===== config.mk =====
export PLATFORM = sky130hd
export DESIGN_NAME = kwdt_top
export DESIGN_NICKNAME = d
export VERILOG_FILES = /design/src/rtl/kwdt_pkg.sv /design/src/rtl/kwdt_regs.sv /design/src/rtl/kwdt_counter.sv /design/src/rtl/kwdt_resp.sv /design/src/rtl/kwdt_top.sv
export SDC_FILE = /design/constraint.sdc
export NUM_CORES = 1
export LEC_CHECK = 0
export BUFFER_PORTS_ARGS = -buffer_cell sky130_fd_sc_hd__buf_2
export CAP_MARGIN = 20
export CORE_AREA = 4 4 83 85
export DETAILED_ROUTE_END_ITERATION = 8
export DIE_AREA = 0 0 87 89
export PLACE_DENSITY = 0.8
export SYNTH_ARGS = -nofsm -noshare
export SYNTH_HDL_FRONTEND = slang
export SYNTH_SLANG_ARGS = --single-unit

===== constraint.sdc =====
create_clock -name clk -period 3.12 [get_ports clk]
set_clock_uncertainty 0.1 [all_clocks]
set_input_delay 0.312 -clock clk [delete_from_list [all_inputs] [get_ports clk]]
set_output_delay 0.312 -clock clk [all_outputs]
set_load 0.02 [all_outputs]

===== src/rtl/kwdt_pkg.sv =====
package kwdt_pkg;
  localparam int EXP_W      = 4;
  localparam int EXP_LEVELS = 1 << EXP_W;
  localparam int OFS_CTRL   = 'h0;
  localparam int OFS_TMO    = 'h4;
  localparam int OFS_KICK   = 'hC;
  localparam logic [31:0] KICK_KEY = 32'h0000_0076;

  typedef struct packed {
    logic [EXP_W-1:0] first;
    logic [EXP_W-1:0] normal;
  } tmo_t;
endpackage


===== src/rtl/kwdt_regs.sv =====
module kwdt_regs
  import kwdt_pkg::*;
#(
  parameter int ADDR_W = 4,
  parameter int DATA_W = 32
) (
  input  logic              clk,
  input  logic              rst_n,
  input  logic [ADDR_W-1:0] addr,
  input  logic              wr_en,
  input  logic [DATA_W-1:0] wr_data,
  output logic [DATA_W-1:0] rd_data,
  output logic              en,
  output logic              irq_mode,
  output tmo_t              tmo,
  output logic              start,
  output logic              kick
);
  logic en_q, en_d, mode_q, mode_d;
  tmo_t tmo_q, tmo_d;
  logic sel_ctrl, sel_tmo, sel_kick;

  assign sel_ctrl = (addr == ADDR_W'(OFS_CTRL));
  assign sel_tmo  = (addr == ADDR_W'(OFS_TMO));
  assign sel_kick = (addr == ADDR_W'(OFS_KICK));

  always_comb begin
    en_d   = en_q;
    mode_d = mode_q;
    tmo_d  = tmo_q;
    start  = 1'b0;
    kick   = 1'b0;
    if (wr_en && sel_ctrl && !en_q) begin
      mode_d = wr_data[1];
      if (wr_data[0]) begin
        en_d  = 1'b1;
        start = 1'b1;
      end
    end
    if (wr_en && sel_tmo) tmo_d = tmo_t'(wr_data[7:0]);
    if (wr_en && sel_kick && en_q && (wr_data == DATA_W'(KICK_KEY))) kick = 1'b1;
  end

  always_ff @(posedge clk or negedge rst_n) begin
    if (!rst_n) begin
      en_q   <= 1'b0;
      mode_q <= 1'b0;
      tmo_q  <= '0;
    end else begin
      en_q   <= en_d;
      mode_q <= mode_d;
      tmo_q  <= tmo_d;
    end
  end

  always_comb begin
    rd_data = '0;
    if (sel_ctrl)     rd_data = DATA_W'({mode_q, en_q});
    else if (sel_tmo) rd_data = DATA_W'(tmo_q);
  end

  assign en       = en_q;
  assign irq_mode = mode_q;
  assign tmo      = tmo_q;

  AST_EN_STICKY: assert property (@(posedge clk) disable iff (!rst_n)
    en_q |=> en_q);
  AST_MODE_LOCK: assert property (@(posedge clk) disable iff (!rst_n)
    en_q |=> $stable(mode_q));
endmodule


===== src/rtl/kwdt_counter.sv =====
module kwdt_counter
  import kwdt_pkg::*;
#(
  parameter int EXP_BASE = 16,
  parameter int CNT_W    = EXP_BASE + EXP_LEVELS
) (
  input  logic clk,
  input  logic rst_n,
  input  logic en,
  input  logic start,
  input  logic kick,
  input  tmo_t tmo,
  output logic expire
);
  logic [CNT_W-1:0] per_tab [EXP_LEVELS];
  logic [CNT_W-1:0] cnt_q, cnt_d;

  for (genvar g = 0; g < EXP_LEVELS; g++) begin : g_per
    assign per_tab[g] = CNT_W'((64'd1 << (EXP_BASE + g)) - 64'd1);
  end

  assign expire = en && (cnt_q == '0) && !kick;

  always_comb begin
    cnt_d = cnt_q;
    if (start)                 cnt_d = per_tab[tmo.first];
    else if (kick || expire)   cnt_d = per_tab[tmo.normal];
    else if (en && cnt_q != 0) cnt_d = cnt_q - 1'b1;
  end

  always_ff @(posedge clk or negedge rst_n) begin
    if (!rst_n) cnt_q <= '0;
    else        cnt_q <= cnt_d;
  end

  AST_FIRST_LOAD: assert property (@(posedge clk) disable iff (!rst_n)
    start |=> (cnt_q == per_tab[$past(tmo.first)]));
  AST_KICK_RELOAD: assert property (@(posedge clk) disable iff (!rst_n)
    kick |=> (cnt_q == per_tab[$past(tmo.normal)]));
  AST_IDLE_ZERO: assert property (@(posedge clk) disable iff (!rst_n)
    !en |-> (cnt_q == '0));
endmodule


===== src/rtl/kwdt_resp.sv =====
module kwdt_resp #(
  parameter int RST_CYCLES = 8,
  parameter int PW_W       = $clog2(RST_CYCLES + 1)
) (
  input  logic clk,
  input  logic rst_n,
  input  logic irq_mode,
  input  logic expire,
  input  logic kick,
  output logic irq,
  output logic sys_rst
);
  logic            irq_q, irq_d, fire;
  logic [PW_W-1:0] pw_q, pw_d;

  assign fire = expire && (!irq_mode || irq_q);

  always_comb begin
    irq_d = irq_q;
    if (kick)                       irq_d = 1'b0;
    else if (expire && irq_mode)    irq_d = 1'b1;
    pw_d = pw_q;
    if (fire)           pw_d = PW_W'(RST_CYCLES);
    else if (pw_q != 0) pw_d = pw_q - 1'b1;
  end

  always_ff @(posedge clk or negedge rst_n) begin
    if (!rst_n) begin
      irq_q <= 1'b0;
      pw_q  <= '0;
    end else begin
      irq_q <= irq_d;
      pw_q  <= pw_d;
    end
  end

  assign irq     = irq_q;
  assign sys_rst = (pw_q != 0);

  AST_IRQ_CLEAR: assert property (@(posedge clk) disable iff (!rst_n)
    kick |=> !irq_q);
  AST_RST_CAUSE: assert property (@(posedge clk) disable iff (!rst_n)
    $rose(sys_rst) |-> $past(expire));
  AST_IRQ_CAUSE: assert property (@(posedge clk) disable iff (!rst_n)
    $rose(irq_q) |-> $past(expire && irq_mode));
  AST_WARN_FIRST: assert property (@(posedge clk) disable iff (!rst_n)
    (expire && irq_mode && !irq_q && pw_q == 0) |=> !sys_rst);
endmodule


===== src/rtl/kwdt_top.sv =====
module kwdt_top
  import kwdt_pkg::*;
#(
  parameter int ADDR_W     = 4,
  parameter int EXP_BASE   = 16,
  parameter int RST_CYCLES = 8
) (
  input  logic              clk,
  input  logic              rst_n,
  input  logic [ADDR_W-1:0] bus_addr,
  input  logic              bus_wr,
  input  logic [31:0]       bus_wdata,
  output logic [31:0]       bus_rdata,
  output logic              wdt_irq,
  output logic              wdt_sys_rst
);
  localparam int CNT_W = EXP_BASE + EXP_LEVELS;

  logic en, irq_mode, start, kick, expire;
  tmo_t tmo;

  kwdt_regs #(.ADDR_W(ADDR_W), .DATA_W(32)) u_regs (
    .clk(clk), .rst_n(rst_n), .addr(bus_addr), .wr_en(bus_wr),
    .wr_data(bus_wdata), .rd_data(bus_rdata), .en(en), .irq_mode(irq_mode),
    .tmo(tmo), .start(start), .kick(kick)
  );

  kwdt_counter #(.EXP_BASE(EXP_BASE), .CNT_W(CNT_W)) u_cnt (
    .clk(clk), .rst_n(rst_n), .en(en), .start(start), .kick(kick),
    .tmo(tmo), .expire(expire)
  );

  kwdt_resp #(.RST_CYCLES(RST_CYCLES)) u_resp (
    .clk(clk), .rst_n(rst_n), .irq_mode(irq_mode), .expire(expire),
    .kick(kick), .irq(wdt_irq), .sys_rst(wdt_sys_rst)
  );
endmodule


Word-level counts from Yosys, hierarchy flattened

Memory sizes are Yosys's and may differ from the RTL's.
Index checks and enable logic that the tools add are counted.

Register bits: 47
Bits in read-only memories: 1,024
Input port bits: 39
Output and inout port bits: 34
Word-level logic and storage cells: 58
Memories kept: 2

Add/sub/neg operators: 2
Order comparisons: 2
Equality and inequality tests: 3
Muxes and demuxes: 16
Bitwise operators: 2
Reductions and logical operators: 24

Memories:

| name             | depth | bits a word | rd ports | clocked after Yosys merged registers in | wr ports | line               | text |
|---|---|---|---|---|---|---|---|
| (name not given) | 16    | 32          | 1        | 0                                       | 0        | kwdt_counter.sv:26 | `if (start) cnt_d = per_tab[tmo.first];` |
| (name not given) | 16    | 32          | 1        | 0                                       | 0        | kwdt_counter.sv:27 | `else if (kick \|\| expire) cnt_d = per_tab[tmo.normal];` |

Operators with widths:

| operator                                                              | count |
|---|---|
| 32-bit two-way mux                                                    | 8 |
| 32-bit by 7-bit == test with 1-bit output (second input constant)     | 1 |
| 32-bit logical NOT                                                    | 1 |
| 32-bit nonzero test                                                   | 1 |
| 32-bit by 1-bit subtractor with 32-bit output (second input constant) | 1 |
| 1-bit logical AND                                                     | 11 |
| 5-bit greater-or-equal comparator (second input constant)             | 2 |
| 4-bit NOT with 5-bit output                                           | 2 |
| 4-bit two-way mux                                                     | 2 |
| 8-bit two-way mux                                                     | 1 |
| 1-bit two-way mux                                                     | 5 |
| 4-bit by 3-bit == test with 1-bit output (second input constant)      | 1 |
| 4-bit == test (second input constant)                                 | 1 |
| 4-bit logical NOT                                                     | 1 |
| 2-bit nonzero test                                                    | 2 |
| 4-bit nonzero test                                                    | 1 |
| 4-bit by 1-bit subtractor with 4-bit output (second input constant)   | 1 |
| 1-bit logical NOT                                                     | 3 |
| 3-bit nonzero test                                                    | 1 |
| 1-bit logical OR                                                      | 2 |
| 2-bit AND reduction                                                   | 1 |

Longest topological paths before layout

Word-level depth: 10
Gate-level depth with buffers: 10
Gate-level depth less buffers: 8

By module

Synthesis repeated with hierarchy kept, for this count alone.

Cell total of the unflattened synthesis: 349
Area total of the unflattened synthesis: 3,195.6 sq um

By module, submodules not included:

| module       | times used | cells each | area each (sq um) | seq. area each (sq um) |
|---|---|---|---|---|
| kwdt_counter | 1          | 247        | 2,098.3           | 800.8 |
| kwdt_regs    | 1          | 77         | 834.6             | 250.2 |
| kwdt_resp    | 1          | 25         | 262.8             | 125.1 |

Worst setup path after synthesis

Ideal clock, no wire load.

Path type: register -> register
Start: reg u_cnt.cnt_q[0]
End: reg u_cnt.cnt_q[27]
Library setup time: 0.124 ns
Data arrival time: 2.087 ns
Required time: 2.896 ns
Slack: 0.809 ns
Stages on the path, launching flop included: 9
Buffers on the path: 0
Period minus slack after synthesis: 2.311 ns
Cell sequence: dfrtp_1 inv_1 ha_1 nor4b_1 nand4_1 nor4_2 nor3b_1 o211a_1 a211o_1

Longest elaborated chain between the ends: 6
Elaborated cells between the ends (all ways): 11
Those cells by class: 1 x add/sub; 3 x mux; 7 x reduce/logical

RTL lines:

| element                                                                               | line               | text |
|---|---|---|
| start, declared                                                                       | kwdt_counter.sv:16 | `logic [CNT_W-1:0] cnt_q, cnt_d;` |
| start signal, assigned                                                                | kwdt_counter.sv:33 | `else cnt_q <= cnt_d;` |
| branches (longest 6 deep; another with 32-bit by 1-bit subtractor with 32-bit output) | n/a                |  |

Parallel ways; which one is timed is not known. The select of a mux whose other input is x is not followed.
A chain may end at the register's enable or synchronous reset.

Final worst setup path

Start: reg u_cnt.cnt_q[13]
End: reg u_cnt.cnt_q[29]

Same word-level chain as after synthesis.

==> impl_metrics.csv <==
group,metric,value,unit
finish,layout_common_cells,"buf_2 (48), dfrtp_1 (47), nand2_1 (34)",
finish,insertedDiodeCount,0,
synth,yosysWarnings,0,
global_route,grtUsageTotal,22.3,%
finish,fill_cells,554,
global_route,grt_pass1_vias,2837,
worst_setup_path,path_class,"reg2reg",
die,num_rows,29,
synth,synth_cell_types,63,
finish,multiInputGateArea,1900,µm²
timing,setup_slack,350,ps
clocking,cts_buffers,5,
die,initial_core_util,53.3,%
place,place_ws,148,ps
die,die_y,89,µm
synth,synthArstFlopShare,100,%
finish,final_common_cell,"buf_2",
place,gp_congestion,0.971,
timing,slew_headroom,29.1,%
power_and_ir_drop,ir_drop,0.289,mV
die,die_area,7740,µm²
detailed_routing,antenna_left,0,
synth,synth_cells,379,
worst_setup_path,path_max_fanout,6,
timing,fmax,361,MHz
worst_setup_path,startpoint_type,"flop",
global_route,grt_antenna_before_repair,0,
min_path,hold_class,"in2reg",
clocking,clockRootBuffer,"clkbuf_8",
clocking,cts_tree,"done",
place,post-dp-hpwl,6.19,mm
worst_setup_path,worstPathArrival,2830,ps
worst_setup_path,critPathSlowestCell,"a2111oi_1",
timing,finalSetupViolations,0,
power_and_ir_drop,cellPowerDensity,546,nW/µm²
clocking,clock_latency,300,ps
die,core,6200,µm²
detailed_routing,wl,8.41,mm
worst_setup_path,cp_cell_sequence,"nor4_2 -> nand2_1 -> nor4_4 -> nor4_1 -> a2111oi_1 -> o21ai_0",
die,dieWidth,87,µm
global_route,grt_max_degree,48,
power_and_ir_drop,p_comb_share,31.2,%
power_and_ir_drop,p_seq_share,51.2,%
clocking,cts_setup_buffers,0,
status,outcome,"completed",
synth,yosysTopAreaCell,"dfrtp_1",
job,cap_viol_max_count,0,
place,port_buffers,48,
synth,syn-cell-area,3310,µm²
detailed_routing,drc,0,
power_and_ir_drop,finalPower,0.00199,W
synth,synth_top_area_share,35.6,%
synth,synth_ff_type,"dfrtp_1",
power_and_ir_drop,cellLeakagePower,1.55,nW
finish,final_nets,466,
synth,ys_ff_latch,47,
synth,avgSynthCellArea,8.73,µm²
worst_setup_path,path_buf_inv,0,
worst_setup_path,endpoint_kind,"flop",
finish,syn2layout_area_growth,10.0,%
clocking,clock_sinks,47,
detailed_routing,dr.pass1.iters,5,
detailed_routing,vias,3081,
power_and_ir_drop,sw_frac_of_total,40.3,%
timing,finalHoldViolCount,0,
die,ios,73,
power_and_ir_drop,netSwitchingPower,0.000800,W
detailed_routing,drtIter0Drc,291,
power_and_ir_drop,internal_power,0.00119,W
timing,rsz0062_at_grt,"no",
timing,finalMaxSlewViolations,0,
finish,drive_gt1_share,21.3,%
clocking,cts.clk_slew.worst_paths,80,ps
synth,synth_edf_count,0,
worst_setup_path,cp_top_family,"simple AND/OR/NAND/NOR gates",
worst_setup_path,slowest_delay,540,ps
worst_setup_path,required,3180,ps
synth,yosysSeqAreaShare,35.6,%
finish,regArea,1180,µm²
timing,tightest_slew,1050,ps
timing,tns,0,ps
global_route,grt_pass1_wl,13.8,mm
synth,synth_top_cells_by_area,"dfrtp_1 (36%), buf_4 (5.4%), xnor2_1 (4.8%)",
timing,period_needed,2770,ps
detailed_routing,viasPerCell,6.16,
timing,post-route-period-util,88.8,%
clocking,ctsHtreeMaxLevel,2,
power_and_ir_drop,clkPwrFrac,17.7,%
detailed_routing,drt-wirelength-per-cell,16.8,µm
global_route,grt_overflow_total,0,
clocking,cts_max_path_buffers,2,
==> state kept, by name (all words and copies together) (netlist names) <==
name	cells
u_regs.en	1
u_resp.pw_q	4
u_cnt.cnt_q	32
u_regs.tmo	8
u_resp.irq	1
u_regs.irq_mode	1
==> stage by stage <==
step           hold WS (ps)  instances  utilization, %  instance area (µm²)
5_1_grt                 152        500            58.7                 3640
2_1_floorplan         -83.6        402               -                 3390
6_report                151        500            58.7                 3640
3_3_place_gp            374        492            56.7                 3520
4_1_cts                 129        498            57.9                 3590
3_5_place_dp            368        492            56.7                 3520
==> power by group through the flow <==
stage / registers, W / clock network, W / logic, W
after global placement: 0.00101 / 0 / 0.000591
final: 0.00102 / 0.000351 / 0.000619
after detailed placement: 0.00101 / 0 / 0.000602
after floorplan: 0.000912 / 0 / 0.000520
after global routing: 0.00104 / 0.000382 / 0.000685
after CTS: 0.00100 / 0.000356 / 0.000609
==> logic make-up after synthesis <==
group	synth area share, %
multiplexers	3.67
AND/OR/NAND/NOR	29.3
other	0.113
adder cells (fa/ha/maj)	1.13
buffers and inverters	9.98
AO/OA/AOI/OAI	14.2
flip-flops	35.6
XOR/XNOR	6.09
==> synthesized netlist by cell type, types with 8 or more instances <==
| cell type | count |
|---|---|
| a21oi_1 | 12 |
| a31oi_1 | 9 |
| buf_4 | 24 |
| clkbuf_1 | 14 |
| dfrtp_1 | 47 |
| inv_1 | 10 |
| mux2_2 | 9 |
| nand2_1 | 34 |
| nand3_1 | 11 |
| nand4_1 | 8 |
| nor2_1 | 33 |
| nor3_1 | 18 |
| nor4_1 | 15 |
| o21ai_0 | 12 |
| xnor2_1 | 18 |
==> final cells by class <==
class                      count  share of cell area (%)
multi-input combinational    299                    52.3
sequential                    47                    32.3
timing repair buffer          60                    9.49
tap                           77                    2.65
clock buffer                   5                    1.89
inverter                      11                    1.13
clock inverter                 1                   0.206
==> layer usage <==
metal	GRT usage [%]	share of wire, %	vias to the layer above
li1	-	-	1434
met1	30.1	42	1469
met2	35.7	47	158
met3	5.16	9.1	20
met4	6.66	2.1	0
met5	0	0	-
==> final timing paths <==
kind                                                  start  slack (ps)  depth (start not counted)                     endpoint
worst max-delay path            u_cnt.cnt_q[13]$_DFFE_PN0P_         350                          6  u_cnt.cnt_q[29]$_DFFE_PN0P_
worst min-delay path                           bus_wdata[2]         150                          2    u_regs.tmo[2]$_DFFE_PN0P_
worst max register to register  u_cnt.cnt_q[13]$_DFFE_PN0P_         350                          6  u_cnt.cnt_q[29]$_DFFE_PN0P_
worst min register to register  u_cnt.cnt_q[31]$_DFFE_PN0P_         390                          1  u_cnt.cnt_q[31]$_DFFE_PN0P_
max in group asynchronous                             rst_n        2190                          3   u_cnt.cnt_q[0]$_DFFE_PN0P_
min in group asynchronous                             rst_n         260                          2  u_cnt.cnt_q[12]$_DFFE_PN0P_
==> timing repair <==
| item | 4_1_cts | 5_1_grt |
|---|---|---|
| hold endpoints to repair | 0 | 5 |
| hold buffers | 0 | 1 |
| resized for setup | 0 | 3 |
| endpoints found under the setup margin | 0 | 10 |
Power figures use the tool's default switching activity.
